**src/rtl/dma_irq_ctrl.sv**
```systemverilog
module dma_irq_ctrl (
  input  logic        clk,
  input  logic        rst_n,
  input  logic [16:0] evt_i,
  input  logic        wr_status,
  input  logic        wr_enable,
  input  logic [16:0] wr_data,
  output logic [16:0] status_o,
  output logic [16:0] enable_o,
  output logic        irq_o
);

  localparam logic [16:0] EVT_BITS = 17'h067FF;
  localparam logic [16:0] EN_BITS  = 17'h1E7FF;
  localparam logic [16:0] NRM_GRP  = 17'h04041;
  localparam logic [16:0] ABN_GRP  = 17'h026BC;
  localparam int          ABN_POS  = 15;
  localparam int          NRM_POS  = 16;

  logic [16:0] latched_q;
  logic [16:0] en_q;
  logic [16:0] clr_mask;
  logic        nrm_sum, abn_sum;
  logic        irq_q;

  assign clr_mask = wr_status ? wr_data : '0;

  always_ff @(posedge clk) begin
    if (!rst_n) latched_q <= '0;
    else        latched_q <= ((latched_q & ~clr_mask) | evt_i) & EVT_BITS;
  end

  always_ff @(posedge clk) begin
    if (!rst_n)         en_q <= '0;
    else if (wr_enable) en_q <= wr_data & EN_BITS;
  end

  assign nrm_sum = |(latched_q & en_q & NRM_GRP);
  assign abn_sum = |(latched_q & en_q & ABN_GRP);

  always_ff @(posedge clk) begin
    if (!rst_n) irq_q <= 1'b0;
    else        irq_q <= (en_q[NRM_POS] & nrm_sum) | (en_q[ABN_POS] & abn_sum);
  end

  assign status_o = latched_q | ({17{nrm_sum}} & (17'h1 << NRM_POS))
                              | ({17{abn_sum}} & (17'h1 << ABN_POS));
  assign enable_o = en_q;
  assign irq_o    = irq_q;

endmodule


```
**config.mk**
```make
export PLATFORM = sky130hd
export DESIGN_NAME = dma_irq_ctrl
export DESIGN_NICKNAME = d
export VERILOG_FILES = /design/src/rtl/dma_irq_ctrl.sv
export SDC_FILE = /design/constraint.sdc
export NUM_CORES = 1
export LEC_CHECK = 0
export ABC_AREA = 1
export BUFFER_PORTS_ARGS = -buffer_cell sky130_fd_sc_hd__buf_2
export CAP_MARGIN = 20
export CORE_AREA = 2 2 57 59
export DETAILED_ROUTE_END_ITERATION = 16
export DIE_AREA = 0 0 59 61
export PLACE_DENSITY = 0.8
export REMOVE_ABC_BUFFERS = 1
export SYNTH_ARGS = -nofsm -noshare
export SYNTH_HDL_FRONTEND = slang
export SYNTH_SLANG_ARGS = --single-unit
```
**constraint.sdc**
```tcl
create_clock -name clk -period 1.1 [get_ports clk]
set_input_delay 0.33 -clock clk [delete_from_list [all_inputs] [get_ports clk]]
set_output_delay 0.33 -clock clk [all_outputs]
set_load 0.005 [all_outputs]
```
# [Word level (Yosys, flattened, before mapping)]
# Cells that the tools add are included.
[op_classes] n_bitwise=9 muxes=1 reduce_logical=2
[op_table] cell="bitwise AND 15 bit" n=2
[op_table] cell="OR 15 x 17 -> 17 bit" n=1
[op_table] cell="OR 17 x 16 -> 17 bit" n=1
[op_table] cell="two-way mux 15 bit" n=1
[op_table] cell="NOT 15 bit" n=1
[op_table] cell="OR 15 bit" n=1
[op_table] cell="OR reduction 8 bit" n=1
[op_table] cell="OR reduction 3 bit" n=1
[op_table] cell="bitwise AND 1 bit" n=2
[op_table] cell="OR 1 bit" n=1
[word_totals] regBits=29 wordCells=15 input_bits=38

# [Longest topological paths before layout]
# Gate-level depths: netlist (run 1).
[depth] ltp_word=4 ltp_mapped=6 mapped_depth_nobuf=6

# [Least setup slack after synthesis (run 1)]
# OpenSTA, ideal clock, no wires.
[synth_path] path_type="register -> output" startpoint="reg latched_q[3]" endpoint="out status_o[15]" arrival_time_ps=688 path_stages_with_launch=6 setup_slack_ps=82 t_required_ps=770 path_cell_list="dfxtp_1 -> nand2_1 -> nand2_1 -> nor2_1 -> nand2_1 -> buf_4"
[synth_via] elab_chain_cells=3
[synth_rtl] element="from (decl)" line="20" source="logic [16:0] latched_q;"
[synth_rtl] element="from (signal assigned)" line="30" source="else latched_q <= ((latched_q & ~clr_mask) | evt_i) & EVT_BITS;"
[synth_rtl] element="bitwise AND 15 bit" line="39" source="assign abn_sum = |(latched_q & en_q & ABN_GRP);"
[synth_rtl] element="OR reduction 8 bit" line="39"
[synth_rtl] element="named net abn_sum" line="23" source="logic nrm_sum, abn_sum;"
[synth_rtl] element="OR 17 x 16 -> 17 bit" line="47" source="| ({17{abn_sum}} & (17'h1 << ABN_POS));"
[synth_rtl] element="to (decl)" line="8" source="output logic [16:0] status_o,"
# The timed path passes the listed nets, and every way through them passes these cells.

# [Final worst setup path (run 1)]
[layout_path] startpoint="reg latched_q[3]" endpoint="out status_o[15]"
[layout_via] elab_chain_cells=3
[layout_rtl] element="bitwise AND 15 bit" line="39"
[layout_rtl] element="OR reduction 8 bit" line="39"
[layout_rtl] element="OR 17 x 16 -> 17 bit" line="47"
# Every way passes these cells.

==> impl_metrics.tcl, run 1 <==
set metrics [dict create \
    rsz0062_at_grt "true" \
    antenna_found_initial 0 \
    synthDistinctLibCells 14 \
    crit_buf_inv 1 \
    mostFrequentLayoutCells "buf_2 (42), buf_6 (35), dfxtp_2 (28), nor2_1 (23), nand2_1 (21)" \
    via_per_inst 4.644 \
    postLayoutCoreUtil_pct 65.08 \
    setup.worst_path.end_class "output pin" \
    syn_avg_cell_area_um2 7.818 \
    wirelength_um 3190 \
    cts_buffer_depth 2 \
    ff2ff_path_depth 6 \
    h-tree-depth 2 \
    postSynthCellCount 149 \
    portBuffers 62 \
    ios 73 \
    period_needed_ps 1423 \
    nets 274 \
    power_mw 2.315 \
    max_stage_delay_ps 330 \
    dp_hpwl_um 2242 \
    drc_errors 0 \
    grt_pass1_vias 1125 \
    row_count 20 \
    crit_type "register to output pin" \
    drt_iter0_markers 19 \
    path_cells "nand2_1 -> nand2_1 -> nor2_2 -> nand2_1 -> buf_2" \
    die_h_um 61 \
    diodes 0 \
    final_common_cell "buf_2" \
    drv_slew 0 \
    status "complete, but fails checks" \
    r2r_end "irq_o" \
    gp_congestion 0.7702 \
    crit_path_start_kind "register" \
    crit_fanout 2 \
    hold_path_startpoint "evt_i[7]" \
    worst-r2r-setup-slack_ps 230 \
    cts_tree "yes" \
    drive_above_1_share_pct 56.96 \
    die_area_um2 3599 \
    holdWs_ps 208.5 \
    die_w_um 59 \
    crit_arrival_ps 1090 \
    worst_skew_pair.late_latency_ps 330 \
    ys_ff_latch 29 \
    leakage_nw 0.9960 \
    power.density_nw_per_um2 1204 \
    ant_nets 0 \
    start_util_pct 39.45 \
    fin_ws_ps -323.1 \
    ir_worst_vdd_mv 0.7823 \
    yosysSeqAreaShare_pct 49.84 \
    crit_top_cell "nand2_1" \
    setup_violations 24 \
    clock-sinks 29 \
    core_um2 2953 \
    ys.warnings.count 0 \
    period_share_pct 129.4 \
    syn_to_final_growth_pct 64.98 \
    cts_root_buf "clkbuf_4" \
    hold_violations 0 \
    grt-ovfl-total 0 \
    drv_cap 0 \
    syn_area_um2 1165 \
    hold_depth 3 \
    violations "setup timing" \
    fin_skew_ps 2.188 \
    num-fill-cells 275 \
    hold_path_class "primary input to register" \
    cp_slowest_cell "dfxtp_2" \
    drt_pass1_iterations 4 \
    cts_buffers 5 \
    grt_pass1_wl_um 4830 \
    crit_required_ps 770 \
    min_to "latched_q[7]" \
    grt_util_all_layers_pct 18.69 \
    worstReg2RegStart "latched_q[3]" \
    cp_top_family "flip-flops" \
    num_vias 1254 \
    max_clock_freq_mhz 702.7 \
    clkTransAtPathRegs_ps 90 \
    wl_per_cell_um 11.81 \
    grt_max_degree 16 \
]
## cell usage after synthesis
cell type,instances,area (um^2)
nand3_1,1,5.000
nor2_1,24,90.09
buf_6,3,33.78
a21oi_1,15,75.07
conb_1,1,3.750
nand2_1,24,90.09
o21ai_2,2,17.52
buf_4,7,52.55
inv_2,2,7.510
o21ai_0,2,10.01
a21oi_2,6,52.55
inv_1,15,56.30
o21ai_1,18,90.09
dfxtp_1,29,580.6
## kinds of logic after synthesis
logic type      after synthesis  synth area share (%)
simple gates                 49                 15.90
compound gates               43                 21.05
flops                        29                 49.84
buf+inv                      27                 12.89
other cells                   1                0.3219
## power breakdown
part	switching, mW	total [mW]	internal (mW)
combinational	0.215	0.523	0.307
sequential	0.0523	1.19	1.14
clock	0.347	0.601	0.254
total	0.615	2.31	1.70
## routing by layer
metal,up-vias,wire length [um],global-route usage [%]
li1,635,-,-
met1,567,1276,20.26
met4,0,37,5.844
met5,-,0,0
met2,47,1640,33.02
met3,5,235,8.102
## layout make-up
cell class                      count  area, um^2  area share, %
Tap cell                           33       41.29          2.148
Timing Repair Buffer               87       691.9          36.00
Inverter                           17       63.81          3.320
Clock buffer                        8       48.80          2.539
Multi-Input combinational cell     96       460.4          23.96
Sequential cell                    29       615.6          32.03
## sequential cells by signal, summed over array words and instances, names as in the netlist
name	count
enable_o	15
latched_q	13
irq_o	1
## worst register-to-register path, cell delays in order, from the launching register on
cell	delay (ps)
dfxtp_2	330
nand2_1	60
nand2_1	60
nor2_2	120
nand2_1	80
nand2_1	60
a21oi_1	50
## stage by stage
step / std cells / area [um^2] / TNS (ps) / setup slack, ps
after floorplan: 142 / 1090 / 0 / 195.7
after global placement: 248 / 1536 / 0 / 13.38
after detailed placement: 248 / 1536 / 0 / 13.96
after CTS: 266 / 1853 / -2425 / -326.6
after global routing: 270 / 1922 / -3267 / -419.7
final: 270 / 1922 / -2068 / -323.1
## worst max path at each step
stage                              end  slack (ps)         start  cells after the start
after floorplan           status_o[15]         200   enable_o[4]                      4
after global placement    status_o[15]          10  latched_q[2]                      5
after detailed placement  status_o[15]          10  latched_q[2]                      5
after CTS                 status_o[15]        -330   enable_o[2]                      5
after global routing      status_o[15]        -420  latched_q[2]                      5
final                     status_o[15]        -320  latched_q[3]                      5
## repair_timing
item                       4_1_cts  5_1_grt
hold buffers                     0        0
setup endpoints to repair       30       31
setup buffers                   11        6
gates resized for setup         61        9
pin swaps                        2        1
(Power assumes the default switching activity.)
==> run 2: changes to the inputs <==
ABC_AREA = 0   (was 1)
CAP_MARGIN = unset   (was 20)
==> impl_metrics.tcl, run 2 <==
set metrics [dict create \
    grt_util_all_layers_pct 20.40 \
    drv_cap 0 \
    synth.top_cell.area_share_pct 49.63 \
    leakage_nw 1.004 \
    clock-sinks 29 \
    nets 253 \
    yosysMostFrequentCell "dfxtp_1" \
    synth_async_sr_flop_share_pct 0 \
    rsz0062_at_grt "true" \
    cts_buffers 5 \
    yosysSeqAreaShare_pct 49.63 \
    drv_slew 0 \
    period_needed_ps 1607 \
    synthDistinctLibCells 16 \
    ys_top_cells_by_area "dfxtp_1 (50%), nor2b_1 (15%), mux2i_1 (13%)" \
    netlist_top_cells_count "dfxtp_1 (29), nor2b_1 (28), mux2i_1 (15), nand2_1 (14), a21oi_1 (13)" \
    antenna_found_initial 0 \
    ios 73 \
    cts_hold_buf 0 \
    grt_max_degree 17 \
    largest_reg_flops 15 \
    drt_iter0_markers 28 \
    hold_path_class "primary input to register" \
    ant_nets 0 \
    row_count 20 \
    ir_worst_vdd_mv 0.7987 \
    ys_ff_latch 29 \
    setup.worst_path.end_class "output pin" \
    wirelength_um 3368 \
    violations "setup timing" \
    fin_ws_ps -506.7 \
    grt-ovfl-total 0 \
    gp_congestion 0.7099 \
    synth_ff_type "dfxtp_1" \
    setup_violations 25 \
    syn_avg_cell_area_um2 9.668 \
    die_w_um 59 \
    worst_skew_pair.late_latency_ps 320 \
    period_share_pct 146.1 \
    max_stage_delay_ps 320 \
    crit_arrival_ps 1280 \
    crit_fanout 2 \
    core_um2 2953 \
    hold_violations 0 \
    wl_per_cell_um 13.58 \
    crit_required_ps 770 \
    dp_hpwl_um 2173 \
    syn_area_um2 1170 \
    power_mw 2.388 \
    grt_pass1_vias 1170 \
    die_h_um 61 \
    status "complete, but fails checks" \
    start_util_pct 39.62 \
    mostFrequentLayoutCells "buf_2 (41), buf_6 (41), nor2b_1 (28), dfxtp_2 (28), mux2i_1 (15)" \
    hold_path_startpoint "evt_i[0]" \
    fin_skew_ps 1.614 \
    crit_path_start "enable_o[6]" \
    postLayoutCoreUtil_pct 68.98 \
    portBuffers 62 \
    power.density_nw_per_um2 1172 \
    postSynthCellCount 121 \
    drc_errors 0 \
    max_clock_freq_mhz 622.4 \
    worstReg2RegStart "latched_q[5]" \
    h-tree-depth 2 \
    num-fill-cells 242 \
    worst-r2r-setup-slack_ps -260 \
    fin_tns_setup_ps -3293 \
    via_per_inst 4.746 \
    syn_to_final_growth_pct 74.12 \
    grt_pass1_wl_um 5264 \
    crit_type "register to output pin" \
    yosys.area.top_type "dfxtp_1" \
    drive_above_1_share_pct 62.79 \
    drt_pass1_iterations 6 \
    die_area_um2 3599 \
    clkTransAtPathRegs_ps 80 \
    ys.warnings.count 0 \
    path_cells "a222oi_1 -> buf_4 -> inv_2 -> buf_2" \
    cts_tree "yes" \
    num_vias 1177 \
    cts_buffer_depth 2 \
    cp_slowest_cell "dfxtp_2" \
    diodes 0 \
    cts_root_buf "clkbuf_4" \
    synth_edf_count 0 \
    crit_path_start_kind "register" \
]
## run 2: routing by layer
| layer | track usage, % | part of all wire, % |
|---|---|---|
| met1 | 21.63 | 37 |
| met4 | 8.442 | 2.6 |
| met5 | 0 | 0 |
| met2 | 36.67 | 54 |
| met3 | 7.463 | 6.7 |
## run 2: power by group
group | internal [mW] | switching [mW]
sequential | 1.13 | 0.0528
combinational | 0.360 | 0.201
clock | 0.301 | 0.342
## run 2: kinds of logic (layout without fill, tap and decap cells)
logic type      after synthesis  count (layout)  synth area share (%)
compound gates               19              19                 9.733
buf+inv                      13             104                 7.165
other cells                   1               4                0.3205
flops                        29              29                 49.63
simple gates                 44              44                 20.32
mux                          15              15                 12.83
## run 2: area by class of cell
cell class              instances  area (um^2)  share of cell area (%)
clock buffers                   7        55.05                   2.703
inverters                       1        3.754                  0.1843
repair buffers                 96        784.5                   38.51
flip-flops and latches         29        615.6                   30.22
multi-input cells              82        536.8                   26.35
well taps                      33        41.29                   2.027
## run 2: worst paths after layout
kind | to | depth (start not counted)
worst max-delay path | status_o[16] | 4
worst min-delay path | latched_q[0] | 3
worst max register to register | irq_o | 6
worst min register to register | enable_o[1] | 2
## run 2: through the flow
step | setup slack, ps | area (um^2) | hold slack (ps) | std cells
6_report | -506.7 | 2037 | 228.1 | 248
5_1_grt | -599.7 | 2037 | 227.0 | 248
4_1_cts | -507.3 | 1967 | 223.2 | 243
3_5_place_dp | -191.7 | 1630 | 509.5 | 229
3_3_place_gp | -137.8 | 1630 | 483.6 | 229
2_1_floorplan | 6.547 | 1101 | 458.2 | 112
## run 2: what timing repair did
item	CTS	global route
pin swaps	6	2
resized for setup	67	9
buffers inserted	7	8
setup endpoints to repair	31	31
hold endpoints to repair	0	0
## run 2: worst max-delay path, delay by kind of cell (launching register included)
family | cells | cell delay [ps]
DFF | 1 | 320
AOI/OAI and AO/OA | 1 | 320
buffers and inverters | 3 | 310
==> run 3: changes to the inputs <==
CORE_AREA = 2 2 54 56   (was 2 2 57 59)
DIE_AREA = 0 0 56 58   (was 0 0 59 61)
PLACE_DENSITY = 0.87   (was 0.8)
clock period = 2.1 ns   (was 1.1 ns; I/O delays follow)
==> impl_metrics.tcl, run 3 (synthesized netlist as in run 2, its figures left out) <==
set metrics [dict create \
    leakage_nw 0.7697 \
    die_area_um2 3248 \
    ff2ff_path_depth 3 \
    place_area_um2 1450 \
    drv_slew 0 \
    switching_share_pct 25.06 \
    hold_path_class "register to register" \
    post_cts_resize_count 0 \
    core_um2 2663 \
    ant_nets 0 \
    die_h_um 58 \
    internal_power_mw 0.7864 \
    nets 219 \
    hold_violations 0 \
    dp_hpwl_um 1878 \
    use_met2_pct 28.24 \
    start_util_pct 43.94 \
    clkTransAtPathRegs_ps 80 \
    p_sw_mw 0.2629 \
    drive_above_1_share_pct 37.78 \
    seq_power_share_pct 58.1 \
    gp_congestion 0.6952 \
    drt_pass1_iterations 4 \
    portBuffers 62 \
    diodes 0 \
    setup_violations 0 \
    power_mw 1.049 \
    grt-ovfl-total 0 \
    cts_buffers 5 \
    rsz0062_at_grt "false" \
    worstReg2RegStart "latched_q[6]" \
    mostFrequentLayoutCells "buf_2 (62), dfxtp_1 (29), nor2b_1 (28), mux2i_1 (15), nand2_1 (14)" \
    num-fill-cells 282 \
    multi_input_area_um2 516.7 \
    cts_root_buf "clkbuf_4" \
    cts_buffer_depth 2 \
    syn_to_final_growth_pct 27.59 \
    r2r_end "irq_o" \
    crit_required_ps 1470 \
    fin_ws_ps 186.7 \
    grtUsageMet1_pct 19.10 \
    cts_hold_buf 0 \
    fin_tns_setup_ps 0 \
    hold_path_startpoint "latched_q[1]" \
    final_common_cell "buf_2" \
    status "complete, no violations" \
    grt.met3_usage_pct 8.482 \
    max_clock_freq_mhz 522.7 \
    wl_per_cell_um 11.87 \
    clock-sinks 29 \
    min_to "latched_q[1]" \
    power.density_nw_per_um2 703.0 \
    busiest_layer "met2" \
    via_per_inst 4.749 \
    worst_skew_pair.late_latency_ps 310 \
    drc_errors 0 \
    largest_reg_flops 15 \
    die_w_um 56 \
    row_count 19 \
    clkPwrFrac_pct 26.8 \
    postLayoutCoreUtil_pct 56.06 \
    finalNonFillerCells 211 \
    period_share_pct 91.11 \
    crit_path_start_kind "register" \
    crit_type "register to output pin" \
    hold_depth 2 \
    h-tree-depth 2 \
    dp_slack_ps 489.1 \
    grt_max_degree 31 \
    ir_worst_vdd_mv 0.5264 \
    setup.worst_path.end_class "output pin" \
    wirelength_um 2505 \
    grt_pass1_vias 1017 \
    p_comb_share_pct 15.1 \
    holdWs_ps 522.5 \
    antenna_found_initial 0 \
    grt_util_all_layers_pct 17.05 \
    crit_arrival_ps 1280 \
    regArea_um2 580.6 \
    drt_iter0_markers 23 \
    num_vias 1002 \
    fin_skew_ps 3.220 \
    stdcell_area_um2 1493 \
    crit_fanout 3 \
    dp.cells 205 \
    worst-r2r-setup-slack_ps 930 \
    period_needed_ps 1913 \
    cts_tree "yes" \
    ios 73 \
    grt_pass1_wl_um 4202 \
    cts_setup_buffers 0 \
    drv_cap 0 \
]
[run 3: worst max path at each step]
| stage | end | from | depth (start not counted) | slack, ps |
|---|---|---|---|---|
| detailed placement | status_o[16] | latched_q[6] | 3 | 490 |
| floorplan | status_o[16] | latched_q[6] | 2 | 710 |
| finish | status_o[16] | latched_q[6] | 3 | 190 |
| global placement | status_o[16] | latched_q[6] | 3 | 470 |
| global route | status_o[16] | latched_q[6] | 3 | 20 |
| CTS | status_o[16] | latched_q[6] | 3 | 130 |
[run 3: metal layers]
layer	share of wire, %	vias up	wire, um
met4	1.8	0	44
met1	42	436	1064
met2	45	48	1125
li1	-	510	-
met3	11	8	270
met5	0	-	0
[run 3: worst max-delay path: stages (launching register included)]
cell      delay [ps]
dfxtp_1          330
a222oi_1         440
inv_1             70
buf_2            130
[run 3: layout make-up]
type                    instances  share of cell area [%]
flip-flops and latches         29                   38.89
well taps                      31                   2.598
inverters                       1                  0.2515
clock buffers                   5                   2.515
repair buffers                 62                   20.79
multi-input cells              82                   34.62
clock inverters                 1                  0.3353
[run 3: power groups by stage]
stage          Sequential (mW)  Clock, mW  Combinational (mW)
2_1_floorplan            0.623          0              0.0625
3_3_place_gp             0.622          0               0.156
3_5_place_dp             0.622          0               0.160
4_1_cts                  0.610      0.295               0.161
5_1_grt                  0.615      0.327               0.178
6_report                 0.610      0.282               0.158
